**src/rtl/tmul_pkg.sv**
```systemverilog
package tmul_pkg;

  // Worst-case shortfall of the truncated result below floor(A*B / 2^w).
  // The dropped columns 0..w-2 hold at most (w-2)*2^(w-1)+1, so the
  // shortfall is that sum divided by 2^w, rounded up.
  function automatic int unsigned trunc_err_bound(input int unsigned w);
    int unsigned dropped_max;
    int unsigned scale;
    dropped_max = (w - 2) * (32'd1 << (w - 1)) + 1;
    scale       = 32'd1 << w;
    return (dropped_max + scale - 1) / scale;
  endfunction

endpackage

```
**src/rtl/tmul_fa.sv**
```systemverilog
module tmul_fa (
  input  logic in_x,
  input  logic in_y,
  input  logic in_c,
  output logic sum,
  output logic cout
);

  assign sum  = in_x ^ in_y ^ in_c;
  assign cout = (in_x & in_y) | (in_c & (in_x ^ in_y));

endmodule

```
**src/rtl/tmul_csa_row.sv**
```systemverilog
// One carry-save stage: folds one row of partial products into the running
// sum and carry vectors. Bit k is column (N-1)+k of the product.
module tmul_csa_row #(
  parameter int unsigned COLS = 9
) (
  input  logic [COLS-1:0] sum_in,
  input  logic [COLS-1:0] car_in,
  input  logic [COLS-1:0] pp_in,
  output logic [COLS-1:0] sum_out,
  output logic [COLS-1:0] car_out,
  output logic            spill
);

  logic [COLS:0] cell_co;

  assign cell_co[0] = 1'b0;

  genvar k;
  generate
    for (k = 0; k < COLS; k++) begin : g_col
      tmul_fa u_fa (
        .in_x (sum_in[k]),
        .in_y (car_in[k]),
        .in_c (pp_in[k]),
        .sum  (sum_out[k]),
        .cout (cell_co[k+1])
      );
    end
  endgenerate

  assign car_out = cell_co[COLS-1:0];
  assign spill   = cell_co[COLS];

endmodule

```
**src/rtl/tmul_ripple.sv**
```systemverilog
// Final carry-propagate adder. Column 0 is the correction column: only its
// carry is formed, and its sum bit never leaves the block.
module tmul_ripple #(
  parameter int unsigned COLS = 9
) (
  input  logic [COLS-1:0] vec_s,
  input  logic [COLS-1:0] vec_c,
  output logic [COLS-2:0] upper,
  output logic            cout
);

  logic [COLS-1:0] rc;

  assign rc[0] = vec_s[0] & vec_c[0];

  genvar k;
  generate
    for (k = 1; k < COLS; k++) begin : g_col
      if (k == COLS - 1) begin : g_top
        tmul_fa u_fa (
          .in_x (vec_s[k]),
          .in_y (vec_c[k]),
          .in_c (rc[k-1]),
          .sum  (upper[k-1]),
          .cout (cout)
        );
      end else begin : g_mid
        tmul_fa u_fa (
          .in_x (vec_s[k]),
          .in_y (vec_c[k]),
          .in_c (rc[k-1]),
          .sum  (upper[k-1]),
          .cout (rc[k])
        );
      end
    end
  endgenerate

  assign rc[COLS-1] = 1'b0;

endmodule

```
**src/rtl/tmul_trunc.sv**
```systemverilog
module tmul_trunc
  import tmul_pkg::*;
#(
  parameter int unsigned WIDTH = 8
) (
  input  logic [WIDTH-1:0] op_a,
  input  logic [WIDTH-1:0] op_b,
  output logic [WIDTH-1:0] prod_hi
);

  localparam int unsigned COLS  = WIDTH + 1;
  localparam int unsigned PW    = 2 * WIDTH;
  localparam int unsigned EBND  = trunc_err_bound(WIDTH);

  // Retained partial products, one row per multiplier bit.
  logic [WIDTH-1:0][COLS-1:0] pp_row;
  logic [WIDTH:0][COLS-1:0]   sum_chain;
  logic [WIDTH:0][COLS-1:0]   car_chain;
  logic [WIDTH-1:0]           row_spill;
  logic                       fin_cout;

  genvar j, k;
  generate
    for (j = 0; j < WIDTH; j++) begin : g_row
      for (k = 0; k < COLS; k++) begin : g_bit
        if ((k + WIDTH - 1 >= j) && (k + WIDTH - 1 - j < WIDTH)) begin : g_and
          assign pp_row[j][k] = op_a[k + WIDTH - 1 - j] & op_b[j];
        end else begin : g_none
          assign pp_row[j][k] = 1'b0;
        end
      end
    end
  endgenerate

  assign sum_chain[0] = '0;
  assign car_chain[0] = '0;

  generate
    for (j = 0; j < WIDTH; j++) begin : g_stage
      tmul_csa_row #(.COLS(COLS)) u_row (
        .sum_in  (sum_chain[j]),
        .car_in  (car_chain[j]),
        .pp_in   (pp_row[j]),
        .sum_out (sum_chain[j+1]),
        .car_out (car_chain[j+1]),
        .spill   (row_spill[j])
      );
    end
  endgenerate

  tmul_ripple #(.COLS(COLS)) u_cpa (
    .vec_s (sum_chain[WIDTH]),
    .vec_c (car_chain[WIDTH]),
    .upper (prod_hi),
    .cout  (fin_cout)
  );

  // Checks relating the ports and internal carries.
  logic [PW-1:0] chk_exact_hi;
  logic [PW-1:0] chk_res;

  always_comb begin
    chk_exact_hi = (PW'(op_a) * PW'(op_b)) >> WIDTH;
    chk_res      = PW'(prod_hi);
    assert_no_spill_R1: assert (row_spill == '0 && fin_cout == 1'b0)
      else $error("carry left the top column");
    assert_zero_operand_R4: assert (!(op_a == '0 || op_b == '0) || prod_hi == '0)
      else $error("zero operand gave nonzero result");
    assert_no_overflow_R2: assert (chk_res <= chk_exact_hi)
      else $error("result exceeds exact upper half");
    assert_err_bound_R3: assert (chk_exact_hi - chk_res <= PW'(EBND))
      else $error("truncation error above bound");
  end

endmodule

```
**config.mk**
```make
export PLATFORM = sky130hd
export DESIGN_NAME = tmul_trunc
export DESIGN_NICKNAME = d
export VERILOG_FILES = /design/src/rtl/tmul_pkg.sv /design/src/rtl/tmul_fa.sv /design/src/rtl/tmul_csa_row.sv /design/src/rtl/tmul_ripple.sv /design/src/rtl/tmul_trunc.sv
export SDC_FILE = /design/constraint.sdc
export NUM_CORES = 1
export LEC_CHECK = 0
export ABC_AREA = 1
export BUFFER_PORTS_ARGS = -buffer_cell sky130_fd_sc_hd__clkbuf_2
export CAP_MARGIN = 20
export CORE_MARGIN = 1
export CORE_UTILIZATION = 58
export DETAILED_ROUTE_END_ITERATION = 16
export PLACE_DENSITY = 0.87
export SYNTH_ARGS = -nofsm -noshare
export SYNTH_HDL_FRONTEND = slang
export SYNTH_SLANG_ARGS = --single-unit
```
**constraint.sdc**
```tcl
create_clock -name vclk -period 10.2
set_input_delay 1.02 -clock vclk [all_inputs]
set_output_delay 1.02 -clock vclk [all_outputs]
set_load 0.02 [all_outputs]
```
# After elaboration in Yosys (flattened, before gate mapping)
# Cells that the tools add are included.
[word_totals]
regBits = 0
in_bits = 16
out_inout_bits = 8
wordCells = 186
[classes]
bitwise = 186
[ops]
columns = ["cell", "count"]
rows = [
  ["1-bit bitwise AND", 98],
  ["1-bit XOR", 61],
  ["1-bit OR", 27],
]

# Logic depth before layout (Yosys ltp)
# Gate-level depths: netlist of the first run.
[depth]
word_depth = 28
mapped_depth = 22

# By module
# From an unflattened synthesis of the first run, not the netlist that was laid out.
[unflattened]
cells_unflattened = 173
hier_area_um2 = 1983.2
[by_module_without_submodules]
columns = ["mod", "instances", "cells_per_inst", "area_per_inst_um2"]
rows = [
  ["tmul_fa", 80, 1, 20.0],
  ["tmul_trunc", 1, 75, 284.0],
  ["tmul_csa_row", 8, 2, 11.3],
  ["tmul_ripple", 1, 2, 7.5],
]

# Worst setup path before layout of the first run
# OpenSTA, ideal clock, no wires.
[synth_path]
kind = "in2out"
from = "input op_a[7]"
to = "output prod_hi[6]"
arrival_ps = 7289
t_required_ps = 9180
slack_ps = 1891
cell_stages = 22
path_cell_list = "buf_2 -> nand2_1 -> inv_1 -> ha_1 -> inv_1 -> fa_1 -> fa_1 -> inv_1 -> fa_1 -> inv_1 -> fa_1 -> inv_1 -> fa_1 -> fa_1 -> ha_1 -> fa_1 -> fa_1 -> fa_1 -> fa_1 -> fa_1 -> fa_1 -> buf_4"
[synth_between]
elab_chain_len = 27
elab_cells_between_ends = 149
classes_between = "bitwise (149)"
[synth_rtl]
columns = ["element", "line_no", "rtl"]
rows = [
  ["from (decl)", "tmul_trunc.sv:6", "input logic [WIDTH-1:0] op_a,"],
  ["1-bit bitwise AND", "tmul_trunc.sv:27", "assign pp_row[j][k] = op_a[k + WIDTH - 1 - j] & op_b[j];"],
  ["1-bit bitwise AND", "tmul_fa.sv:10", "assign cout = (in_x & in_y) | (in_c & (in_x ^ in_y));"],
  ["1-bit XOR", "tmul_fa.sv:9, tmul_fa.sv:10", ""],
  ["1-bit bitwise AND / 1-bit XOR (equally long branches)", "tmul_fa.sv:10, tmul_fa.sv:9", ""],
  ["1-bit OR / 1-bit XOR (equally long branches)", "tmul_fa.sv:10, tmul_fa.sv:9", ""],
  ["1-bit XOR, or another cell as far along", "tmul_fa.sv:9, tmul_fa.sv:10", ""],
  ["1-bit XOR, or another cell as far along", "tmul_fa.sv:9", "assign sum = in_x ^ in_y ^ in_c;"],
  ["1-bit XOR, or another cell as far along", "tmul_fa.sv:9, tmul_fa.sv:10", ""],
  ["(+11 left out)", "n/a", ""],
  ["1-bit OR", "tmul_fa.sv:10", ""],
  ["1-bit bitwise AND", "tmul_fa.sv:10", ""],
  ["1-bit OR", "tmul_fa.sv:10", ""],
  ["1-bit bitwise AND", "tmul_fa.sv:10", ""],
  ["1-bit OR", "tmul_fa.sv:10", ""],
  ["1-bit bitwise AND", "tmul_fa.sv:10", ""],
  ["1-bit OR", "tmul_fa.sv:10", ""],
  ["1-bit XOR (*)", "tmul_fa.sv:9", ""],
  ["to (decl)", "tmul_trunc.sv:8", "output logic [WIDTH-1:0] prod_hi"],
]
# Mark *: on every way between the ends. The rest lies on a longest branch, timed or not.

# Worst setup path after layout of the first run
[layout_path]
from = "input op_a[6]"
to = "output prod_hi[6]"
# The elaborated chain is that of the path after synthesis.

==> impl_metrics.ini, run 1 <==
[die]
fp.dieH_um = 43.41
rows = 14
dieArea_um2 = 1884
ios = 24
start_util_pct = 63.80
die_x_um = 43.41
coreArea_um2 = 1559

[setup_path]
start_kind = input pin
max_stage_delay_ns = 0.55
cp_top_family = adder cells
path_class = input pin to output pin
slowest_stage = fa_1
path_buf_inv = 7
crit_fanout = 7
crit_chain = clkbuf_2 -> nand2_1 -> inv_1 -> ha_1 -> inv_1 -> fa_1 -> fa_1 -> inv_1 -> fa_1 -> inv_1 -> fa_1 -> inv_1 -> fa_1 -> fa_1 -> ha_1 -> fa_1 -> fa_1 -> fa_1 -> fa_1 -> fa_1 -> fa_1 -> clkbuf_2
critical_path_depth = 22
required_ns = 9.18
critPathMostFrequentCell = fa_1
cp.arrival_ns = 7.53
crit_path_end_kind = output pin

[grt]
grt_pass1_vias = 752
grt_max_degree = 9
grt_overflow_total = 0
grt_antenna_before_repair = 0
grt_usage_pct = 20.13
grt_pass1_wl_um = 2891

[finish]
fin_nets = 189
seq_cells = 0
clkbuf_count = 0
regArea_um2 = 0
fillers = 137
syn_to_final_growth_pct = 7.044
diodes = 0
drive_gt1_share_pct = 17.52

[place]
gp_routability_congestion = 0.8077
io_buffer_count = 24
dp_hpwl_um = 1511
place_ws_ns = 1.579

[power]
power.total_mw = 0.1714
vdd_drop_max_v = 0.0001554
power_density_nw_per_um2 = 161.0
p_leak_nw = 0.7694

[run_status]
outcome = complete, but fails checks
failed_checks = DRC

[hold_path]
hold_end = prod_hi[0]
hold_path.class = input pin to output pin
hold_depth = 5
hp-start = op_a[0]

[timing]
max_slew_margin_pct = 88.63
hold_violations = 0
setup_violations = 0
clock.fmax_mhz = 116.9
tightest_slew_ns = 0.1706
slew_violations = 0
postLayoutSetupSlackWorst_ns = 1.648
period_minus_slack_ns = 8.552
fin_setup_tns_ns = 0
rsz0062_at_grt = false
fin_crit_sh_pct = 83.84

[detailed_routing]
firstDrtPassIters = 10
ant_nets = 0
vias = 729
wire_per_inst_um = 10.27
via_per_inst = 4.765
wl_um = 1572
drc = 4
drt_iter0_drc = 7

[synthesis]
yosys_warnings = 0
synth_cells = 123
synth_area_per_cell_um2 = 8.087
yosys-top-cells-area = fa_1 54%, inv_1 16%, nand2_1 14%, ha_1 8.8%, buf_4 6.0%
synth_top_area_cell = fa_1
ys_top_cells_by_count = 42 x inv_1, 36 x nand2_1, 27 x fa_1, 8 x buf_4, 7 x ha_1
netlist.area_leader.share_pct = 54.34
synth.most_common_cell = inv_1
synth.distinct_cells = 7
syn-cell-area_um2 = 994.7
ys_seq_area_share_pct = 0
synthesis.nets = 173

[cts]
holdBufCountCts = 0
ctsResizeCount = 0
cts_setup_buffers = 0

[run]
max-cap-violations = 0
==> cells by family (layout without fill, tap and decap cells) <==
group / count (synthesis) / after routing / share of synthesized area [%]
adder cells (fa/ha/maj): 34 / 34 / 63.14
AND/OR/NAND/NOR: 37 / 37 / 13.96
buffers and inverters: 52 / 66 / 22.89
==> layout make-up <==
class / instances / area [um2] / area share, %
inverter: 42 / 157.7 / 14.81
timing repair buffer: 24 / 120.1 / 11.28
tap: 16 / 20.02 / 1.880
multi-input combinational: 71 / 767.0 / 72.03
==> cells in the final DEF, fill, tap and decap left out <==
cell / Yosys / layout
inv_1: 42 / 42
nand2_1: 36 / 36
fa_1: 27 / 27
clkbuf_2: 0 / 24
ha_1: 7 / 7
nor2_1: 1 / 1
==> report_power, final <==
part           internal [mW]  switching, mW
Combinational         0.0665          0.105
Clock                      0              0
Sequential                 0              0
==> routing by layer <==
layer,part of all wire (%),global-route usage [%],wire length [um],vias up
met3,2.2,0.4167,35,2
met5,0,0,0,-
met1,35,23.80,549,360
met2,62,41.52,972,13
met4,1.0,1.875,16,0
li1,-,-,-,354
==> how the worst max path moves through the flow <==
stage	to	startpoint
2_1_floorplan	prod_hi[6]	op_a[7]
3_3_place_gp	prod_hi[6]	op_a[6]
3_5_place_dp	prod_hi[6]	op_a[6]
4_1_cts	prod_hi[6]	op_a[7]
5_1_grt	prod_hi[6]	op_a[7]
6_report	prod_hi[6]	op_a[6]
==> through the flow <==
step	hold WS [ns]	instance area (um2)	util [%]	std cells
after floorplan	2.392	994.7	-	123
after global placement	2.512	1065	68.30	153
after detailed placement	2.541	1065	68.30	153
after CTS	2.542	1065	68.30	153
after global routing	2.597	1065	68.30	153
final	2.528	1065	68.30	153
Note: power is estimated with default switching activity, not from simulation.
==> run 2: changes to the inputs <==
==> constraint.sdc (replaced) <==
create_clock -name vclk -period 8.6
set_input_delay 0.86 -clock vclk [all_inputs]
set_output_delay 0.86 -clock vclk [all_outputs]
set_load 0.02 [all_outputs]
==> impl_metrics.ini, run 2 (synthesized netlist as in run 1, its figures left out) <==
[power]
p_leak_nw = 0.7694
power_density_nw_per_um2 = 189.9
vdd_drop_max_v = 0.0001619
power.total_mw = 0.2022

[detailed_routing]
drc = 4
wire_per_inst_um = 10.07
wl_um = 1541
vias = 714
firstDrtPassIters = 10
via_per_inst = 4.667
drt_iter0_drc = 9
ant_nets = 0

[timing]
fin_crit_sh_pct = 95.35
hold_violations = 0
slew_violations = 0
rsz0062_at_grt = false
tightest_slew_ns = 0.1807
clock.fmax_mhz = 121.9
fin_setup_tns_ns = 0
max_slew_margin_pct = 87.95
setup_violations = 0
period_minus_slack_ns = 8.200

[setup_path]
start_kind = input pin
path_class = input pin to output pin
crit_path_end = prod_hi[6]
crit_fanout = 7
cp.arrival_ns = 7.34
crit_path_end_kind = output pin
setup.worst_path.start = op_a[6]
required_ns = 7.74

[die]
rows = 14
die_x_um = 43.41
start_util_pct = 63.80
dieArea_um2 = 1884
ios = 24
coreArea_um2 = 1559
fp.dieH_um = 43.41

[finish]
regArea_um2 = 0
final_common_cell = inv_1
fin_nets = 189
seq_cells = 0
final_cell_count_no_fill = 153
finish.utilization_pct = 68.30
diodes = 0
clkbuf_count = 0
drive_gt1_share_pct = 17.52
layout_common_cells = 42 x inv_1, 36 x nand2_1, 27 x fa_1
syn_to_final_growth_pct = 7.044

[place]
io_buffer_count = 24
dp_hpwl_um = 1498
dpl.cell_count = 153
gp_routability_congestion = 0.8114

[grt]
grt_busiest_layer = met2
grt_overflow_total = 0
grtUsageMet1_pct = 22.66
grt_max_degree = 9
grt_pass1_wl_um = 2849
grt_antenna_before_repair = 0
grt_use_met2_pct = 44.55
grt_pass1_vias = 723
grt_util_met3_pct = 0
grt_usage_pct = 20.30

[run]
max-cap-violations = 0

[run_status]
outcome = complete, but fails checks
failed_checks = DRC

[hold_path]
hold_path.class = input pin to output pin
hold_depth = 5

[cts]
cts_setup_buffers = 0
holdBufCountCts = 0
ctsResizeCount = 0
[run 2: worst min path at each step]
| stage | startpoint | end | slack [ns] |
|---|---|---|---|
| floorplan | op_a[0] | prod_hi[0] | 2.07 |
| global placement | op_a[0] | prod_hi[0] | 2.19 |
| detailed placement | op_a[0] | prod_hi[0] | 2.22 |
| CTS | op_a[0] | prod_hi[0] | 2.22 |
| global route | op_a[0] | prod_hi[0] | 2.26 |
| finish | op_a[0] | prod_hi[0] | 2.22 |
[run 2: routing by layer]
metal / share of wire (%) / wire length, um
met1: 35 / 543
met2: 63 / 968
met3: 1.9 / 30
met4: 0 / 0
met5: 0 / 0
[run 2: worst max-delay path, cell delays in order]
cell and delay [ns]:
clkbuf_2 0.13, nand2_1 0.08, inv_1 0.04, ha_1 0.18, inv_1 0.07, fa_1 0.44, fa_1 0.54, inv_1 0.05
fa_1 0.52, inv_1 0.05, fa_1 0.49, inv_1 0.05, fa_1 0.51, fa_1 0.51, ha_1 0.23, fa_1 0.38
fa_1 0.40, fa_1 0.39, fa_1 0.38, fa_1 0.38, fa_1 0.48, clkbuf_2 0.16
[run 2: cell type report]
class                           count  area, um2
Fill cell                         139      494.2
Inverter                           42      157.7
Multi-Input combinational cell     71      767.0
Tap cell                           16      20.02
Timing Repair Buffer               24      120.1
[run 2: metrics by stage]
step	worst slack (ns)	hold WS [ns]	instance area (um2)
6_report	0.3995	2.217	1065
5_1_grt	0.1040	2.257	1065
4_1_cts	0.3432	2.224	1065
3_5_place_dp	0.3486	2.224	1065
3_3_place_gp	0.4433	2.193	1065
2_1_floorplan	0.6107	2.072	994.7
[run 2: power breakdown]
| group | internal [mW] | switching, mW | total [mW] | leakage (nW) |
|---|---|---|---|---|
| sequential | 0 | 0 | 0 | 0 |
| combinational | 0.0790 | 0.123 | 0.202 | 0.769 |
| clock | 0 | 0 | 0 | 0 |
| total | 0.0790 | 0.123 | 0.202 | 0.769 |
==> run 3: changes to the inputs <==
==> constraint.sdc (replaced) <==
create_clock -name vclk -period 9.25
set_input_delay 0.925 -clock vclk [all_inputs]
set_output_delay 0.925 -clock vclk [all_outputs]
set_load 0.005 [all_outputs]
==> impl_metrics.ini, run 3 (synthesized netlist as in run 1, its figures left out) <==
[power]
p_leak_nw = 0.7694
power.switching_mw = 0.07439
combPwrFrac_pct = 100.0
p_sw_share_pct = 50.70
clock_power_share_pct = 0
power.total_mw = 0.1467
pwr-share-seq_pct = 0
vdd_drop_max_v = 0.0001015
intPower_mw = 0.07232
power_density_nw_per_um2 = 137.8

[detailed_routing]
drc = 4
routed.top_layer = met3
firstDrtPassIters = 10
wl_met3_um = 33
vias = 727
drt_iter0_drc = 14
via_per_inst = 4.752
wl_um = 1654
met2_length_um = 1029
wire_per_inst_um = 10.81
ant_nets = 0
wl_met1_um = 590

[die]
coreArea_um2 = 1559
ios = 24
start_util_pct = 63.80
fp.dieH_um = 43.41
die_x_um = 43.41
dieArea_um2 = 1884
rows = 14

[timing]
fin_crit_sh_pct = 89.69
postLayoutSetupSlackWorst_ns = 0.9536
period_minus_slack_ns = 8.296
slew_violations = 0
rsz0062_at_grt = false
clock.fmax_mhz = 120.5
hold_violations = 0
fin_setup_tns_ns = 0
max_slew_margin_pct = 88.82
setup_violations = 0
tightest_slew_ns = 0.1677

[grt]
grt_max_degree = 9
grt_overflow_total = 0
grt_antenna_before_repair = 0
grt_pass1_wl_um = 2932
grt_pass1_vias = 737
grt_usage_pct = 20.59

[setup_path]
required_ns = 8.33
max_stage_delay_ns = 0.55
crit_path_end_kind = output pin
crit_fanout = 7
path_class = input pin to output pin
slowest_stage = fa_1
critPathMostFrequentCell = fa_1
start_kind = input pin
crit_chain = clkbuf_2 -> nand2_1 -> inv_1 -> ha_1 -> inv_1 -> fa_1 -> fa_1 -> inv_1 -> fa_1 -> inv_1 -> fa_1 -> inv_1 -> fa_1 -> fa_1 -> ha_1 -> fa_1 -> fa_1 -> fa_1 -> fa_1 -> fa_1 -> fa_1 -> clkbuf_2
cp.arrival_ns = 7.37

[cts]
holdBufCountCts = 0
cts_setup_buffers = 0
ctsResizeCount = 0

[finish]
final_cell_count_no_fill = 153
final_common_cell = inv_1
drive_gt1_share_pct = 17.52
layout_common_cells = 42 x inv_1, 36 x nand2_1, 27 x fa_1
diodes = 0
syn_to_final_growth_pct = 7.044
clkbuf_count = 0
seq_cells = 0
regArea_um2 = 0
fin_nets = 189
fillers = 134

[run_status]
outcome = complete, but fails checks
failed_checks = DRC

[place]
dp_hpwl_um = 1566
dpl.cell_count = 153
place_ws_ns = 0.9263
io_buffer_count = 24
gp_routability_congestion = 0.7705

[run]
max-cap-violations = 0

[hold_path]
hold_path.class = input pin to output pin
==> run 3: cell counts in the layout (fill, tap and decap cells not counted) <==
No cell type changed its count.
==> run 3: area by class of cell <==
cell class / count / area (um2) / share of cell area (%)
Timing Repair Buffer: 24 / 120.1 / 11.28
Tap cell: 16 / 20.02 / 1.880
Multi-Input combinational cell: 71 / 767.0 / 72.03
Inverter: 42 / 157.7 / 14.81
==> run 3: metal layers <==
layer / global-route usage (%) / up-vias
li1: - / 356
met1: 25.00 / 356
met2: 43.03 / 15
met3: 0 / 0
met4: 0 / 0
met5: 0 / -
==> run 3: worst max-delay path, delay by kind of cell <==
kind | cells | cell delay, ns
adders and majority gates | 14 | 5.83
buffers and inverters | 7 | 0.51
and+or+nand+nor | 1 | 0.09
==> run 3: final timing paths <==
path / from / end / slack (ns) / depth (start not counted)
setup / recovery: op_a[6] / prod_hi[6] / 0.95 / 22
hold / removal: op_a[0] / prod_hi[0] / 2.30 / 5
==> run 3: power groups by stage <==
| stage | Clock, mW | Sequential (mW) | Combinational, mW |
|---|---|---|---|
| floorplan | 0 | 0 | 0.142 |
| global placement | 0 | 0 | 0.144 |
| detailed placement | 0 | 0 | 0.151 |
| CTS | 0 | 0 | 0.152 |
| global route | 0 | 0 | 0.174 |
| finish | 0 | 0 | 0.147 |
==> run 3: per-stage QoR <==
step / util [%] / hold WS (ns) / area [um2]
after floorplan: - / 2.171 / 994.7
after global placement: 68.30 / 2.272 / 1065
after detailed placement: 68.30 / 2.306 / 1065
after CTS: 68.30 / 2.305 / 1065
after global routing: 68.30 / 2.317 / 1065
final: 68.30 / 2.296 / 1065
